### config.mk
export PLATFORM = sky130hd
export DESIGN_NAME = llsc_monitor
export DESIGN_NICKNAME = d
export VERILOG_FILES = /design/src/rtl/llsc_pkg.sv /design/src/rtl/llsc_agen.sv /design/src/rtl/llsc_resv.sv /design/src/rtl/llsc_monitor.sv
export SDC_FILE = /design/constraint.sdc
export NUM_CORES = 1
export LEC_CHECK = 0
export CAP_MARGIN = 20
export CORE_ASPECT_RATIO = 1.4
export CORE_UTILIZATION = 53
export CTS_CLUSTER_SIZE = 24
export DETAILED_ROUTE_END_ITERATION = 8
export HOLD_SLACK_MARGIN = 0.15
export PLACE_DENSITY_LB_ADDON = 0.12
export SLEW_MARGIN = 20
export SYNTH_ARGS = -nofsm -noshare
export SYNTH_HDL_FRONTEND = slang
export SYNTH_SLANG_ARGS = --single-unit
### constraint.sdc
create_clock -name clk -period 11.8 [get_ports clk]
set_input_delay 3.54 -clock clk [delete_from_list [all_inputs] [get_ports clk]]
set_output_delay 3.54 -clock clk [all_outputs]
set_load 0.01 [all_outputs]
### src/rtl/llsc_pkg.sv
package llsc_pkg;

  typedef enum logic {
    OP_LINK = 1'b0,
    OP_COND = 1'b1
  } llsc_op_e;

  typedef enum logic [1:0] {
    EXC_NONE   = 2'd0,
    EXC_ADDR   = 2'd1,
    EXC_LDMISS = 2'd2,
    EXC_STMISS = 2'd3
  } llsc_exc_e;

  typedef enum logic [1:0] {
    ST_IDLE    = 2'd0,
    ST_LINK_RD = 2'd1,
    ST_COND_RD = 2'd2,
    ST_COND_WR = 2'd3
  } llsc_state_e;

endpackage

### src/rtl/llsc_agen.sv
module llsc_agen #(
  parameter int AW         = 32,
  parameter int OFS_W      = 16,
  parameter int ALIGN_BITS = 2
) (
  input  logic [AW-1:0]    base,
  input  logic [OFS_W-1:0] ofs,
  output logic [AW-1:0]    ea,
  output logic             bad
);

  // base + sign-extended offset, wrapping modulo 2^AW
  function automatic logic [AW-1:0] offset_add(input logic [AW-1:0] b, input logic [OFS_W-1:0] o);
    logic [AW-1:0] sx;
    sx = {{(AW-OFS_W){o[OFS_W-1]}}, o};
    return b + sx;
  endfunction

  // upper half of the space or not word aligned
  function automatic logic misplaced(input logic [AW-1:0] a);
    return a[AW-1] | (|a[ALIGN_BITS-1:0]);
  endfunction

  assign ea  = offset_add(base, ofs);
  assign bad = misplaced(ea);

endmodule

### src/rtl/llsc_resv.sv
module llsc_resv #(
  parameter int CTX_W = 4,
  parameter int AW    = 32,
  parameter int DW    = 32
) (
  input  logic             clk,
  input  logic             rst_n,
  input  logic             set,
  input  logic             clr,
  input  logic [CTX_W-1:0] set_ctx,
  input  logic [AW-1:0]    set_addr,
  input  logic [DW-1:0]    set_val,
  input  logic [CTX_W-1:0] chk_ctx,
  input  logic [AW-1:0]    chk_addr,
  output logic             hit,
  output logic             valid,
  output logic [AW-1:0]    saved_addr,
  output logic [DW-1:0]    saved_val
);

  logic [CTX_W-1:0] saved_ctx;

  always_ff @(posedge clk) begin
    if (!rst_n) begin
      valid      <= 1'b0;
      saved_ctx  <= '0;
      saved_addr <= '0;
      saved_val  <= '0;
    end else if (set) begin
      valid      <= 1'b1;
      saved_ctx  <= set_ctx;
      saved_addr <= set_addr;
      saved_val  <= set_val;
    end else if (clr) begin
      valid      <= 1'b0;
    end
  end

  assign hit = valid && (saved_ctx == chk_ctx) && (saved_addr == chk_addr);

endmodule

### src/rtl/llsc_monitor.sv
module llsc_monitor
  import llsc_pkg::*;
#(
  parameter int CTX_W = 4,
  parameter int AW    = 32,
  parameter int DW    = 32,
  parameter int OFS_W = 16
) (
  input  logic             clk,
  input  logic             rst_n,
  input  logic             req_valid,
  output logic             req_ready,
  input  logic             req_op,
  input  logic [CTX_W-1:0] req_ctx,
  input  logic [AW-1:0]    req_base,
  input  logic [OFS_W-1:0] req_ofs,
  input  logic [DW-1:0]    req_wdata,
  output logic             mem_req,
  output logic             mem_we,
  output logic [AW-1:0]    mem_addr,
  output logic [DW-1:0]    mem_wdata,
  input  logic             mem_ack,
  input  logic             mem_fault,
  input  logic [DW-1:0]    mem_rdata,
  output logic             done,
  output logic             rd_we,
  output logic [DW-1:0]    rd_data,
  output logic             exc_valid,
  output logic [1:0]       exc_code,
  output logic [AW-1:0]    exc_addr
);

  localparam int ALIGN_BITS = $clog2(DW / 8);

  llsc_state_e      state;
  logic [CTX_W-1:0] cur_ctx;
  logic [AW-1:0]    cur_addr;
  logic [DW-1:0]    cur_wdata;
  llsc_exc_e        exc_q;

  logic [AW-1:0] ea;
  logic          ea_bad;
  logic          resv_hit, resv_valid, resv_set, resv_clr;
  logic [AW-1:0] resv_addr;
  logic [DW-1:0] resv_val;

  // named events for assertions
  logic acc, acc_link, acc_cond, cond_nores, cmp_equal;

  llsc_agen #(.AW(AW), .OFS_W(OFS_W), .ALIGN_BITS(ALIGN_BITS)) i_agen (
    .base(req_base), .ofs(req_ofs), .ea(ea), .bad(ea_bad)
  );

  llsc_resv #(.CTX_W(CTX_W), .AW(AW), .DW(DW)) i_resv (
    .clk(clk), .rst_n(rst_n), .set(resv_set), .clr(resv_clr),
    .set_ctx(cur_ctx), .set_addr(cur_addr), .set_val(mem_rdata),
    .chk_ctx(req_ctx), .chk_addr(ea),
    .hit(resv_hit), .valid(resv_valid), .saved_addr(resv_addr), .saved_val(resv_val)
  );

  assign acc        = req_valid && (state == ST_IDLE);
  assign acc_link   = acc && !ea_bad && (req_op == OP_LINK);
  assign acc_cond   = acc && !ea_bad && (req_op == OP_COND);
  assign cond_nores = acc_cond && !resv_hit;
  assign cmp_equal  = (mem_rdata == resv_val);

  assign resv_set = (state == ST_LINK_RD) && mem_ack && !mem_fault;
  assign resv_clr = acc_cond && resv_hit;

  assign req_ready = (state == ST_IDLE);
  assign mem_req   = (state != ST_IDLE);
  assign mem_we    = (state == ST_COND_WR);
  assign mem_addr  = cur_addr;
  assign mem_wdata = cur_wdata;
  assign exc_code  = exc_q;

  always_ff @(posedge clk) begin
    if (!rst_n) begin
      state     <= ST_IDLE;
      cur_ctx   <= '0;
      cur_addr  <= '0;
      cur_wdata <= '0;
      done      <= 1'b0;
      rd_we     <= 1'b0;
      rd_data   <= '0;
      exc_valid <= 1'b0;
      exc_q     <= EXC_NONE;
      exc_addr  <= '0;
    end else begin
      done      <= 1'b0;
      rd_we     <= 1'b0;
      exc_valid <= 1'b0;
      exc_q     <= EXC_NONE;
      unique case (state)
        ST_IDLE: if (acc) begin
          cur_ctx   <= req_ctx;
          cur_addr  <= ea;
          cur_wdata <= req_wdata;
          if (ea_bad) begin
            done <= 1'b1; exc_valid <= 1'b1; exc_q <= EXC_ADDR; exc_addr <= ea;
          end else if (acc_link) begin
            state <= ST_LINK_RD;
          end else if (resv_hit) begin
            state <= ST_COND_RD;
          end else begin
            done <= 1'b1; rd_we <= 1'b1; rd_data <= '0;
          end
        end
        ST_LINK_RD: if (mem_ack) begin
          state <= ST_IDLE;
          done  <= 1'b1;
          if (mem_fault) begin
            exc_valid <= 1'b1; exc_q <= EXC_LDMISS; exc_addr <= cur_addr;
          end else begin
            rd_we <= 1'b1; rd_data <= mem_rdata;
          end
        end
        ST_COND_RD: if (mem_ack) begin
          if (mem_fault) begin
            state <= ST_IDLE; done <= 1'b1;
            exc_valid <= 1'b1; exc_q <= EXC_LDMISS; exc_addr <= cur_addr;
          end else if (cmp_equal) begin
            state <= ST_COND_WR;
          end else begin
            state <= ST_IDLE; done <= 1'b1; rd_we <= 1'b1; rd_data <= '0;
          end
        end
        ST_COND_WR: if (mem_ack) begin
          state <= ST_IDLE;
          done  <= 1'b1;
          if (mem_fault) begin
            exc_valid <= 1'b1; exc_q <= EXC_STMISS; exc_addr <= cur_addr;
          end else begin
            rd_we <= 1'b1; rd_data <= DW'(1);
          end
        end
        default: state <= ST_IDLE;
      endcase
    end
  end

  // an access holds its request and payload until acknowledged
  assert_hold_R8: assert property (@(posedge clk) disable iff (!rst_n)
    mem_req && !mem_ack |=> mem_req && $stable(mem_addr) && $stable(mem_we) && $stable(mem_wdata));

  // a conditional request without a live matching reservation fails at once
  assert_nores_R4: assert property (@(posedge clk) disable iff (!rst_n)
    cond_nores |=> done && rd_we && (rd_data == '0) && !mem_req);

  // a matching conditional request consumes the reservation
  assert_consume_R5: assert property (@(posedge clk) disable iff (!rst_n)
    resv_clr |=> !resv_valid);

  // the conditional write goes only to the reserved address, after consumption
  assert_wr_addr_R6: assert property (@(posedge clk) disable iff (!rst_n)
    mem_req && mem_we |-> !resv_valid && (mem_addr == resv_addr));

  // a successful link leaves a valid reservation
  assert_link_R3: assert property (@(posedge clk) disable iff (!rst_n)
    resv_set |=> resv_valid);

  // an exception never comes with a register write
  assert_exc_R7: assert property (@(posedge clk) disable iff (!rst_n)
    exc_valid |-> done && !rd_we);

  // an address error reports a misplaced address
  assert_addr_R2: assert property (@(posedge clk) disable iff (!rst_n)
    exc_valid && (exc_code == EXC_ADDR) |-> exc_addr[AW-1] || (|exc_addr[ALIGN_BITS-1:0]));

endmodule

Word-level counts from Yosys, hierarchy flattened --
Cells that the tools add are included.
Cells by class: equality and inequality tests 22, bitwise gates (word level) 2, add/sub/neg operators 1, reduce and logical (&&, ||, !) cells 22, mux-type cells 56
Operators by type and width (number):
- 32-bit two-way mux | 15
- 32-bit one-hot mux with 4 select lines | 1
- 32-bit equality test | 2
- 32-bit one-hot mux with 2 select lines | 1
- 32-bit adder | 1
- 2-bit two-way mux | 12
- 1-bit two-way mux | 22
- 2-bit != test (second input constant) | 9
- 2-bit by 1-bit != test with 1-bit output (second input constant) | 6
- 2-bit one-hot mux with 3 select lines | 2
- 11-bit AND reduction | 1
- 1-bit logical AND | 9
- 1-bit one-hot mux with 3 select lines | 2
- 2-bit OR reduction | 3
- 5-bit AND reduction | 1
- 2-bit equality test (second input constant) | 2
- 4-bit equality test | 1
- 4-bit AND reduction | 1
- 2-bit nonzero test | 2
- 3-bit by 1-bit != test with 1-bit output (second input constant) | 1
- 3-bit OR reduction | 1
- 2-bit by 1-bit equality test with 1-bit output (second input constant) | 1
- 1-bit logical NOT | 2
- 2-bit logical NOT | 1
- 4 further kinds | 4
Storage, ports and cells: word-level logic and storage cells 117, register bits 208

Longest topological paths before layout --
depth after elaboration 10, mapped depth 14

Cells and area by module --
From an unflattened synthesis, not the netlist that was laid out.
Second synthesis, totals: cells, all modules 1286, area total of the unflattened synthesis 11141.9 µm²
By module, submodules not included:
- llsc_monitor | sequential area each 2782.7 µm², times used 1, area each 6346.1 µm², cells each 768
- llsc_resv | sequential area each 1381.3 µm², times used 1, area each 2987.9 µm², cells each 271
- llsc_agen | sequential area each 0.0 µm², times used 1, area each 1808.0 µm², cells each 247

Worst setup path after synthesis --
No wires, ideal clock.
kind input port to flip-flop, from input port req_base[0], to register rd_data[10], arrival time 6.755 ns, slack 4.973 ns, stages on the path 13, path through ha_1 fa_1 a21o_1 a221o_2 a31oi_4 o21a_1 xnor3_1 or3_1 a2111oi_0 nand4_1 nand2_1 buf_4 mux2i_1
Between the ends: word-level cells in the longest chain between the ends 8, elaborated cells on any way between the ends 12
Ends and longest elaborated chain:
- start: declaration | line llsc_monitor.sv:15 | input logic [AW-1:0] req_base,
- 32-bit adder (*) | line llsc_agen.sv:16 | return b + sx;
- 2-bit OR reduction | line llsc_agen.sv:21 | return a[AW-1] | (|a[ALIGN_BITS-1:0]);
- 1-bit OR | line llsc_agen.sv:21
- 1-bit logical NOT | line llsc_monitor.sv:62 | assign acc_link = acc && !ea_bad && (req_op == OP_LINK);
- 1-bit logical AND (2 in a row) | line llsc_monitor.sv:62
- 2-bit != test (no source line)
- 11-bit AND reduction (no source line) (*)
- end signal: assignment | line llsc_monitor.sv:85 | rd_data <= '0;
- end signal: assignment | line llsc_monitor.sv:106 | done <= 1'b1; rd_we <= 1'b1; rd_data <= '0;
- end signal: assignment | line llsc_monitor.sv:115 | rd_we <= 1'b1; rd_data <= mem_rdata;
- end: declaration | line llsc_monitor.sv:27 | output logic [DW-1:0] rd_data,
Every way passes the cells marked *; elsewhere a longest branch is shown, timed or not. A chain may end at the register's enable or synchronous reset.

Worst setup path in the final report --
from input port req_ofs[15], to register rd_data[18]
Between the ends: word-level cells in the longest chain between the ends 7, elaborated cells on any way between the ends 11
Ends and longest elaborated chain:
- start: declaration | line llsc_monitor.sv:16 | input logic [OFS_W-1:0] req_ofs,
- 32-bit adder (*) | line llsc_agen.sv:16
- parallel branches: the longest is 5 deep, another holds 32-bit equality test
- 11-bit AND reduction (no source line) (*)
Mark *: on every way between the ends.

==> qor.yml <==
dp_hpwl_mm: 24.8
ys_seq_area_share_pct: 38.1
layout-drive-gt1-share_pct: 4.01
period_needed_ns: 8.18
die_h_um: 172
synth_edf_count: 0
drt-initial-drc-count: 784
io_pins: 258
grt_overflow: 0
antenna_found_initial: 0
cp_slowest_cell: "clkdlybuf4s50_1"
rsz0062_at_grt: "no"
syn_to_final_growth_pct: 30.2
num_rows: 61
fin_worst_skew_ns: 0.0111
coreArea_um2: 20100
cp_slowest_stage_delay_ns: 0.78
cts-root-buf: "clkbuf_16"
grt_max_degree: 79
syn_avg_cell_area_um2: 7.87
vias_per_cell: 5.77
post_cts_resized: 0
fill_cells: 1643
critPathMaxFanout: 31
drc: 0
insertion_delay_ns: 0.50
crit_family: "simple AND/OR/NAND/NOR gates"
final_common_cell: "nand2_1"
vias: 10665
initial_core_util_pct: 54.5
register_area_um2: 4160
routed_wl_mm: 34.1
grt_pass1_vias: 9839
die_area_um2: 21200
synth_area_um2: 10900
htreeDepth: 1
worstPathCellList: "clkdlybuf4s50_1, ha_1, nand3_1, nor4_2, a221o_1, a31oi_1, o31ai_2, xor2_1, nand4_1, a221oi_2, nand2_2, mux2i_1"
critPathBufInv: 1
clockBufferDepth: 3
synth_nets: 1547
dieWidth_um: 123
finalCritPeriodShare_pct: 69.3
hold_buffers: 0
postRouteAntennaNets: 0
cts_tree: "done"
ys_ff_latch: 208
post_drt_wl_per_cell_um: 18.4
maxSlewViolCount: 0
final_cell_mix: "337 x nand2_1, 256 x clkdlybuf4s50_1, 208 x dfxtp_1"
power_density_nw_per_um2: 134
tns_ns: 0
grt_first_pass_wirelength_mm: 51.3
outcome: "completed"
multi_input_area_um2: 6380
cts.sinks: 208
dr.pass1.iters: 5
clk_pin_slew_worst_paths_ns: 0.06
p_leak_nw: 5.50
synth_ff_type: "dfxtp_1"
async_flop_share_pct: 0
grt_usage_pct: 30.8
portBuffers: 257
ir_drop_uv: 122
tightest_slew_ns: 0.982
place_congestion: 0.973
cp.required_ns: 12.21
relSlewSlack_pct: 34.3
whs_ns: 0.453
final_nets: 1744
worst_setup_path_end_kind: "register"
hold_path_class: "register to register"
crit_path_start_kind: "input port"
clock.fmax_mhz: 122
finalPower_mw: 1.90
setup_viol: 0
drv_cap: 0
netlist_instances: 1389
cp.arrival_ns: 8.59
post_cts_buffers: 0
synth_cell_types: 70
yosys_warnings: 0
cts_made_buffers: 22
finalHoldViolCount: 0
worstSetupPathType: "input port to register"
antenna_cells: 0
==> cell usage after synthesis, types with 4 or more instances <==
| library cell | instances | area [um^2] |
|---|---|---|
| and4_1 | 5 | 43.8 |
| nor4_1 | 8 | 50.1 |
| nand3_1 | 54 | 270 |
| o21a_1 | 5 | 37.5 |
| a31oi_1 | 7 | 43.8 |
| and3_1 | 5 | 31.3 |
| nor3_1 | 9 | 45.0 |
| ha_1 | 35 | 438 |
| xor2_1 | 23 | 201 |
| nand2_1 | 340 | 1280 |
| buf_1 | 4 | 15.0 |
| a21boi_0 | 4 | 30.0 |
| a21oi_1 | 180 | 901 |
| nor2b_1 | 6 | 37.5 |
| o21ai_0 | 34 | 170 |
| xnor2_1 | 68 | 596 |
| o22ai_1 | 4 | 25.0 |
| buf_2 | 9 | 45.0 |
| or3_1 | 5 | 31.3 |
| o31ai_1 | 4 | 30.0 |
| a2111oi_0 | 6 | 52.6 |
| a21o_1 | 7 | 52.6 |
| mux2i_1 | 64 | 641 |
| a211oi_1 | 33 | 248 |
| inv_1 | 12 | 45.0 |
| nand4_1 | 22 | 138 |
| clkbuf_1 | 76 | 285 |
| and2_1 | 6 | 37.5 |
| nor2_1 | 89 | 334 |
| nor3b_1 | 4 | 30.0 |
| dfxtp_1 | 208 | 4160 |
==> routing by layer <==
layer | track usage [%] | routed length [um] | up-vias
met5 | 0 | 0 | -
met4 | 10.0 | 867 | 0
met3 | 3.40 | 1750 | 57
met2 | 57.5 | 17900 | 330
met1 | 36.1 | 13500 | 5075
li1 | - | - | 5203
==> worst paths after layout <==
check	start	endpoint	slack, ns	depth (start not counted)
setup / recovery	req_ofs[15]	rd_data[18]	3.62	12
hold / removal	mem_wdata[10]	mem_wdata[10]	0.45	2
setup reg to reg	state[0]	exc_addr[22]	8.55	8
hold reg to reg	mem_wdata[10]	mem_wdata[10]	0.45	2
==> registers in the layout (all words and copies together), names as in the netlist <==
| signal | count |
|---|---|
| rd_we | 1 |
| state | 2 |
| i_resv.valid | 1 |
| i_resv.saved_ctx | 4 |
| exc_addr | 32 |
| done | 1 |
| i_resv.saved_val | 32 |
| cur_ctx | 4 |
| rd_data | 32 |
| i_resv.saved_addr | 32 |
| mem_wdata | 32 |
| exc_valid | 1 |
| mem_addr | 32 |
| exc_code | 2 |
==> cell families after synthesis <==
| group | count (synthesis) | share of synthesized area (%) |
|---|---|---|
| xor gates and xnor gates | 96 | 8.35 |
| muxes | 64 | 5.86 |
| DFF | 208 | 38.1 |
| buffers and inverters | 105 | 3.88 |
| AOI/OAI and AO/OA | 316 | 17.4 |
| and+or+nand+nor | 564 | 22.2 |
| adders and majority gates | 36 | 4.19 |
==> per-stage QoR <==
stage / setup WS [ns] / cell area [um^2] / utilization [%] / cells
after CTS: 3.69 / 14200 / 70.9 / 1849
final: 3.62 / 14200 / 70.9 / 1849
after detailed placement: 3.18 / 13500 / 67.4 / 1814
after global placement: 3.29 / 13500 / 67.4 / 1814
after global routing: 3.24 / 14200 / 70.9 / 1849
after floorplan: 4.97 / 10900 / - / 1389
==> worst reg2reg max path: stages, from the launching register on <==
cell and delay (ns):
dfxtp_1 0.33, inv_1 0.13, ha_2 0.20, buf_4 0.50, and2_2 0.27, buf_4 0.66
a21o_4 0.64, mux2i_1 0.33, nor2_1 0.07
==> layout make-up <==
cell class	instances	area share, %
Clock inverter	6	0.457
Clock buffer	29	4.48
Tap cell	252	2.21
Inverter	12	0.334
Sequential cell	208	29.2
Timing Repair Buffer	266	18.5
Multi-Input combinational cell	1076	44.8
==> power breakdown <==
part	switching (mW)	leakage [nW]	internal (mW)
clock	0.279	0.345	0.400
combinational	0.256	3.46	0.204
sequential	0.0260	1.70	0.738
(Power assumes the default switching activity.)
